### src/rtl/gcd_sub_unit.sv
module gcd_sub_unit #(
  parameter int W = 8
) (
  input  logic         clk,
  input  logic         rst,
  input  logic         req_valid,
  input  logic [W-1:0] opa,
  input  logic [W-1:0] opb,
  input  logic         res_accept,
  output logic         req_ack,
  output logic         res_valid,
  output logic [W-1:0] res_data
);

  typedef enum logic [1:0] {ST_IDLE, ST_RUN, ST_DONE} st_t;

  st_t          st;
  logic [W-1:0] a_q, b_q;
  logic         finish, a_gt;
  logic [W:0]   sum_q;

  assign finish    = (a_q == b_q) || (a_q == '0) || (b_q == '0);
  assign a_gt      = a_q > b_q;
  assign sum_q     = {1'b0, a_q} + {1'b0, b_q};
  assign req_ack   = (st == ST_IDLE) && req_valid;
  assign res_valid = (st == ST_DONE);

  always_ff @(posedge clk) begin
    if (rst) begin
      st       <= ST_IDLE;
      a_q      <= '0;
      b_q      <= '0;
      res_data <= '0;
    end else begin
      case (st)
        ST_IDLE: if (req_valid) begin
          a_q <= opa;
          b_q <= opb;
          st  <= ST_RUN;
        end
        ST_RUN: if (finish) begin
          res_data <= a_q | b_q;
          st       <= ST_DONE;
        end else if (a_gt) begin
          a_q <= a_q - b_q;
        end else begin
          b_q <= b_q - a_q;
        end
        ST_DONE: if (res_accept) st <= ST_IDLE;
        default: st <= ST_IDLE;
      endcase
    end
  end

  assert_ack_starts_run_R2: assert property (@(posedge clk) disable iff (rst)
    req_ack |=> !res_valid && !req_ack);

  assert_step_shrinks_R4: assert property (@(posedge clk) disable iff (rst)
    (st == ST_RUN && !finish) |=> (sum_q < $past(sum_q)));

  assert_hold_result_R6: assert property (@(posedge clk) disable iff (rst)
    (res_valid && !res_accept) |=> (res_valid && $stable(res_data)));

  assert_release_R7: assert property (@(posedge clk) disable iff (rst)
    (res_valid && res_accept) |=> !res_valid);

  assert_no_ack_busy_R8: assert property (@(posedge clk) disable iff (rst)
    res_valid |-> !req_ack);

endmodule

### config.mk
export PLATFORM = sky130hd
export DESIGN_NAME = gcd_sub_unit
export DESIGN_NICKNAME = d
export VERILOG_FILES = /design/src/rtl/gcd_sub_unit.sv
export SDC_FILE = /design/constraint.sdc
export NUM_CORES = 1
export LEC_CHECK = 0
export ABC_CLOCK_PERIOD_IN_PS = 3000
export CAP_MARGIN = 20
export CELL_PAD_IN_SITES_DETAIL_PLACEMENT = 1
export CELL_PAD_IN_SITES_GLOBAL_PLACEMENT = 1
export CORE_MARGIN = 5
export CORE_UTILIZATION = 41
export DETAILED_ROUTE_END_ITERATION = 8
export PLACE_DENSITY_LB_ADDON = 0.1
export SETUP_SLACK_MARGIN = 0.1
export SLEW_MARGIN = 15
export SYNTH_ARGS = -nofsm -noshare
export SYNTH_HDL_FRONTEND = slang
export SYNTH_SLANG_ARGS = --single-unit
### constraint.sdc
create_clock -name clk -period 3 [get_ports clk]
set_input_delay 0.9 -clock clk [delete_from_list [all_inputs] [get_ports clk]]
set_output_delay 0.9 -clock clk [all_outputs]
set_load 0.02 [all_outputs]
==> results.yml, run 1 <==
timing:
  f_max_ghz: 0.3724
  final_critical_path_setup_slack_ns: 0.3148
  tns_ns: 0
  grt_setup_unrepaired: "false"
  relSlewSlack_pct: 70.65
  finalSetupViolCount: 0
  report.final.slew_viol_count: 0
  final_hold_viol_count: 0
  worst_pin_slew_ns: 0.4403
  period_minus_slack_ns: 2.685
  timing.final.crit_share_pct: 89.51
  timing.clock.skew_ns: 0.01444
detailed_routing:
  number_of_antenna_violating_nets_in_the_routed_design: 0
  post-route-drc-count: 0
  detailedRoute.firstPassIterationCount: 4
  via_per_inst: 5.338
  finalWirelength_mm: 5.213
  first_iter_violations: 47
  vias: 1767
  wl_per_cell_um: 15.75
outcome:
  outcome: "complete, no violations"
cts:
  number_of_hold_buffers_added_after_cts: 0
  clock_tree.root_cell: "clkbuf_8"
  tritoncts_clock_tree: "built"
  cts_buffers: 3
  cts.htree.levels: 1
  tritoncts_num_sinks: 26
  clk_transition_reported_paths_ns: 0.11
  clock_path_buffers: 2
  clk-insertion-delay-late_ns: 0.28
pwr:
  p_int_mw: 1.733
  power.combinational.fraction_pct: 72.2
  clkPwrFrac_pct: 8.8
  sequentialPowerShare_pct: 18.9
  switching_power_of_the_nets_mw: 1.670
  total_power_mw: 3.404
  power.density_cell_area_nw_per_um2: 1401
  power.switching_fraction_pct: 49.08
  cellLeakagePower_nw: 0.9287
  ir_drop_worst_case_vdd_mv: 0.5131
yosys:
  avgSynthCellArea_um2: 8.539
  yosysTopAreaCell: "dfxtp_1"
  post_synth_instance_area_um2: 2041
  yosys_register_bits: 26
  yosysWarningCount: 0
  seq_area_frac_synth_pct: 25.51
  synthesis.nets: 284
  netlist_instances: 239
  synth.top_cells.by_area: "dfxtp_1, ha_1, inv_1, a211oi_1, nor2_1"
  synth.distinct_cells: 51
  synth_most_common_cell: "inv_1"
  top_cells_by_count_synth: "inv_1, dfxtp_1, nor2_1"
  synth_edf_count: 0
  postSynth.topFlopCell: "dfxtp_1"
  synth_async_sr_flop_share_pct: 0
  synth_top_area_share_pct: 25.51
setup_path:
  startpoint_type: "input pin"
  critical_path.reg2reg.startpoint: "a_q[4]$_SDFFE_PP0P_"
  critical_path_arrival_ns: 1.79
  critical_path.max_fanout: 2
  cp_data_required_time_ns: 2.10
  worst_setup_path_end_kind: "output port"
  setup.worst_path.class: "in2out"
  crit_path_start: "req_valid"
global_routing:
  first_pass_grt_wire_length_mm: 8.963
  maximum_number_of_pins_on_one_net_before_global_route_repair: 27
  groute.usage.overall_pct: 17.66
  globalRouteOverflowTotal: 0
  via_count_of_the_first_global_routing_pass: 1802
  grt_antenna_before_repair: 0
placed_design:
  postPlaceCellArea_um2: 2359
  place.gp.congestion: 0.8095
  placement.io_buffers: 29
  dp_hpwl_mm: 4.021
  post-place-ws_ns: 0.04033
floorplanning:
  die_h_um: 80.55
  floorplan.rows: 25
  floorplan.initialDensity_pct: 42.64
  core_area_um2: 4786
  floorplan.io_pins: 30
  design.die.area_um2: 6488
  die_x_um: 80.55
cells_and_area:
  antenna_diode_count: 0
  area_delta_synth_final_pct: 19.01
  layout-drive-gt1-share_pct: 9.470
  finish.net_count: 310
  final_design_area_no_fill_um2: 2429
run:
  timing.max_cap.violations: 0
worst_hold_path:
  min-delay-path-class: "reg2reg"
  timing.hold.worst.start: "res_data[7]$_SDFFE_PP0P_"
## worst max-delay path, cell delays in order
cell and delay [ns]:
clkdlybuf4s50_1 0.46, nand2_1 0.06, inv_1 0.05, dlygate4sd2_1 0.32
## cells by family (layout without fill, tap and decap cells)
| group | after synthesis | after routing | synth area share (%) |
|---|---|---|---|
| compound gates | 69 | 69 | 26.67 |
| xor+xnor | 8 | 8 | 3.434 |
| fa+ha+maj | 25 | 25 | 16.06 |
| buf+inv | 41 | 66 | 9.932 |
| flops | 26 | 26 | 25.51 |
| mux | 3 | 3 | 1.472 |
| simple gates | 67 | 67 | 16.92 |
## routing by layer
layer / vias up / wire length (µm) / track usage, %
met1: 845 / 2517 / 23.72
met4: 0 / 24 / 2.027
met2: 30 / 2462 / 30.13
met5: - / 0 / 0
met3: 2 / 209 / 3.251
li1: 890 / - / -
## timing repair
item	in CTS	in global routing
endpoints found under the setup margin	1	0
buffers inserted	0	0
gates resized for setup	1	0
## per-stage QoR
| step | hold WS, ns | instances | util [%] |
|---|---|---|---|
| after floorplan | 0.4616 | 239 | - |
| after global placement | 0.4866 | 327 | 49.28 |
| after detailed placement | 0.4935 | 327 | 49.28 |
| after CTS | 0.5083 | 331 | 50.75 |
| after global routing | 0.5207 | 331 | 50.75 |
| final | 0.5031 | 331 | 50.75 |
## sequential cells by signal, indices dropped and copies added (netlist names)
name      count
st            2
b_q           8
a_q           8
res_data      8
## power groups by stage
stage	Combinational (mW)	Sequential (mW)	Clock, mW
2_1_floorplan	1.92	0.673	0
3_3_place_gp	2.43	0.648	0
3_5_place_dp	2.46	0.654	0
4_1_cts	2.48	0.646	0.307
5_1_grt	2.74	0.671	0.323
6_report	2.46	0.645	0.300
## layout by cell type (no fill, tap or decap), types with 2 or more instances in the layout
| cell | synthesis | layout |
|---|---|---|
| a211oi_1 | 13 | 13 |
| nor2_1 | 26 | 26 |
| nand2_1 | 17 | 17 |
| inv_1 | 27 | 27 |
| a211o_1 | 3 | 3 |
| a21oi_2 | 2 | 2 |
| clkdlybuf4s50_1 | 0 | 28 |
| a311oi_1 | 3 | 3 |
| xnor2_1 | 7 | 7 |
| nor2b_1 | 4 | 4 |
| a21oi_1 | 16 | 16 |
| o211ai_1 | 3 | 3 |
| nor4_1 | 6 | 6 |
| nand2b_1 | 3 | 3 |
| o211a_1 | 2 | 2 |
| o22ai_1 | 2 | 2 |
| a211oi_2 | 2 | 2 |
| ha_1 | 23 | 23 |
| o21bai_1 | 4 | 4 |
| mux2i_1 | 3 | 3 |
| dfxtp_1 | 26 | 26 |
| fa_1 | 2 | 2 |
| clkbuf_8 | 0 | 3 |
| nor3_1 | 2 | 2 |
| o21ai_0 | 5 | 5 |
| buf_4 | 3 | 6 |
## worst paths after layout
| check | cells after the start | endpoint | slack [ns] |
|---|---|---|---|
| min reg2reg | 2 | res_data[7]$_SDFFE_PP0P_ | 0.50 |
| min | 2 | res_data[7]$_SDFFE_PP0P_ | 0.50 |
| max | 4 | req_ack | 0.31 |
| max reg2reg | 8 | a_q[1]$_SDFFE_PP0P_ | 0.49 |
## layout make-up
cell class | count | area (µm²)
clock buffer | 3 | 41.29
clock inverter | 1 | 30.03
fill | 600 | 2357
inverter | 27 | 101.3
multi-input combinational | 172 | 1318
sequential | 26 | 520.5
tap | 67 | 83.83
timing repair buffer | 35 | 334.1
(Power assumes the default switching activity.)
==> run 2, diff against run 1 <==
--- a/config.mk
+++ b/config.mk
@@ -5,12 +5,14 @@
 export SDC_FILE = /design/constraint.sdc
 export NUM_CORES = 1
 export LEC_CHECK = 0
+export ABC_AREA = 1
 export ABC_CLOCK_PERIOD_IN_PS = 3000
 export CAP_MARGIN = 20
 export CELL_PAD_IN_SITES_DETAIL_PLACEMENT = 1
 export CELL_PAD_IN_SITES_GLOBAL_PLACEMENT = 1
+export CORE_ASPECT_RATIO = 0.75
 export CORE_MARGIN = 5
-export CORE_UTILIZATION = 41
+export CORE_UTILIZATION = 39
 export DETAILED_ROUTE_END_ITERATION = 8
 export PLACE_DENSITY_LB_ADDON = 0.1
 export SETUP_SLACK_MARGIN = 0.1
==> run 2 against run 1 <==
Via count rose by 21%. Core utilization fell by 2.4 points. Non-clock buffer count fell by 2. Maximum frequency fell by 1.2%. Total power rose by 3.4%. Largest cell class unchanged. Sequential cell count did not move. Sequential share of layout area fell by 1.4 points. Synthesized cell count rose by 39%. First-iteration DRC count rose by 110%. Wire length rose by 24%. Critical path type unchanged.
==> results.yml, run 2 <==
cts:
  number_of_hold_buffers_added_after_cts: 0
  post_cts.repair.setup_buffers: 0
  clock_path_buffers: 2
  cts.htree.levels: 1
  clk-insertion-delay-late_ns: 0.29
  total_of_cells_resized_after_clock_tree_synthesis: 1
  tritoncts_num_sinks: 26
  tritoncts_clock_tree: "built"
  cts_buffers: 3
  clk_transition_reported_paths_ns: 0.11
  clock_tree.root_cell: "clkbuf_8"
yosys:
  main_combinational_cell_family_by_area_after_synthesis: "simple AND/OR/NAND/NOR gates"
  yosysTopAreaCell: "dfxtp_1"
  synth.distinct_cells: 30
  seq_area_frac_synth_pct: 23.99
  yosys_register_bits: 26
  synth_edf_count: 0
  yosysWarningCount: 0
  mux_contribution_to_synthesized_area_pct: 0
  top_cells_by_count_synth: "nand2_1, nor2_1, inv_1"
  avgSynthCellArea_um2: 6.535
  synth_top_area_share_pct: 23.99
  synth_async_sr_flop_share_pct: 0
  synth_simple_gate_area_share_pct: 38.64
  post_synth_instance_area_um2: 2170
  post_synth_fa_ha_maj_area_fraction_pct: 15.11
  netlist_instances: 332
  synth_most_common_cell: "nand2_1"
  synthesis.nets: 377
  synth.top_cells.by_area: "dfxtp_1, nand2_1, ha_1, nor2_1, inv_1"
  synthesized_area_fraction_occupied_by_ao_oa_aoi_and_oai_cells_pct: 11.25
  postSynth.topFlopCell: "dfxtp_1"
  synth_xor_xnor_area_share_pct: 0.4037
timing:
  tns_ns: 0
  report.final.slew_viol_count: 0
  relSlewSlack_pct: 56.16
  f_max_ghz: 0.3679
  final_hold_viol_count: 0
  finalSetupViolCount: 0
  timing.final.crit_share_pct: 90.61
  period_minus_slack_ns: 2.718
  grt_setup_unrepaired: "false"
  timing.clock.skew_ns: 0.007657
  worst_pin_slew_ns: 0.6568
setup_path:
  startpoint_type: "input pin"
  setup.worst_path.class: "in2out"
  critical_path_arrival_ns: 1.82
  cp_data_required_time_ns: 2.10
  critical_path.max_fanout: 2
  worst_setup_path_end_kind: "output port"
global_routing:
  global_route.usage.met2_pct: 31.22
  global_route.usage.met3_pct: 3.236
  globalRouteOverflowTotal: 0
  grt-busiest-layer: "met2"
  grt_antenna_before_repair: 0
  groute.layer.met1.usage_pct: 28.88
  maximum_number_of_pins_on_one_net_before_global_route_repair: 20
  first_pass_grt_wire_length_mm: 10.88
  groute.usage.overall_pct: 19.87
  via_count_of_the_first_global_routing_pass: 2276
pwr:
  ir_drop_worst_case_vdd_mv: 0.4426
  power.density_cell_area_nw_per_um2: 1351
  cellLeakagePower_nw: 1.318
cells_and_area:
  layout-drive-gt1-share_pct: 10.19
  layout.cells.most_common_list: "nand2_1, nor2_1, inv_1, clkdlybuf4s50_1, dfxtp_1"
  finish.net_count: 409
  final.fill_count: 735
  layout_top_registers: "a_q: 8 flops, b_q: 8 flops, res_data: 8 flops"
  antenna_diode_count: 0
  area_delta_synth_final_pct: 20.01
  most_common_cell_after_layout_fill_and_taps_aside: "nand2_1"
  final_design_area_no_fill_um2: 2604
worst_hold_path:
  min-delay-path-class: "reg2reg"
floorplanning:
  design.die.area_um2: 7170
  die_h_um: 74.60
  die_x_um: 96.13
  floorplan.rows: 23
  core_area_um2: 5381
  floorplan.io_pins: 30
  floorplan.initialDensity_pct: 40.32
detailed_routing:
  finalWirelength_mm: 6.452
  detailedRoute.firstPassIterationCount: 4
  vias: 2139
  via_per_inst: 4.884
  post-route-drc-count: 0
  number_of_antenna_violating_nets_in_the_routed_design: 0
  wl_per_cell_um: 14.73
  first_iter_violations: 98
placed_design:
  place.gp.congestion: 0.8412
  placement.io_buffers: 29
  postPlaceCellArea_um2: 2534
  dp_hpwl_mm: 5.156
outcome:
  outcome: "complete, no violations"
run:
  timing.max_cap.violations: 0
## run 2: cell types whose count changed in the layout (fill, tap and decap cells not counted), sizes merged, moves of 5 or more
cell | before | now
nand3 | 2 | 23
inv | 27 | 48
nor4 | 7 | 0
a211oi | 15 | 0
xnor2 | 7 | 0
a21oi | 18 | 23
nor2 | 26 | 52
o21ai | 5 | 16
nand2 | 17 | 103
## run 2: worst max-delay path: stages
cell	delay, ns
clkdlybuf4s50_1	0.47
nand2_1	0.07
inv_1	0.05
dlygate4sd2_1	0.32
## run 2: final cells by class
class,instances,area (µm²),area share (%)
timing repair buffer,33,319.1,12.25
multi-input combinational,252,1419,54.49
clock buffer,3,41.29,1.586
inverter,48,180.2,6.920
tap,75,93.84,3.604
sequential,26,520.5,19.99
clock inverter,1,30.03,1.153
## run 2: power by group
group          internal, mW  switching (mW)
Sequential            0.493           0.119
Combinational         0.886            1.70
Clock                 0.179           0.137
Total                  1.56            1.96
## run 2: path summary, 6_finish.rpt
path / startpoint / end / slack (ns) / cells after the start
setup / recovery: req_valid / req_ack / 0.28 / 4
hold / removal: a_q[0]$_SDFFE_PP0P_ / a_q[0]$_SDFFE_PP0P_ / 0.52 / 2
setup reg to reg: a_q[0]$_SDFFE_PP0P_ / a_q[7]$_SDFFE_PP0P_ / 0.80 / 13
hold reg to reg: a_q[0]$_SDFFE_PP0P_ / a_q[0]$_SDFFE_PP0P_ / 0.52 / 2
## run 2: per-stage QoR
stage	instances	utilization [%]	hold slack [ns]	worst slack, ns	total power [mW]
floorplan	332	-	0.4826	1.008	2.506
global placement	434	47.08	0.5020	0.01004	3.110
detailed placement	434	47.08	0.5011	0.002760	3.182
CTS	438	48.38	0.5175	0.2741	3.537
global route	438	48.38	0.5374	0.2316	3.910
finish	438	48.38	0.5186	0.2816	3.518
## run 2: kinds of logic (layout without fill, tap and decap cells)
group | after synthesis | count (layout)
adder cells (fa/ha/maj) | 25 | 25
AND/OR/NAND/NOR | 183 | 183
AO/OA/AOI/OAI | 43 | 43
XOR/XNOR | 1 | 1
flip-flops | 26 | 26
buffers and inverters | 54 | 85
## run 2: metal layers
layer,vias to the layer above,wire length (µm)
met5,-,0
met4,0,76
met3,8,267
met2,38,2723
met1,994,3384
li1,1099,-
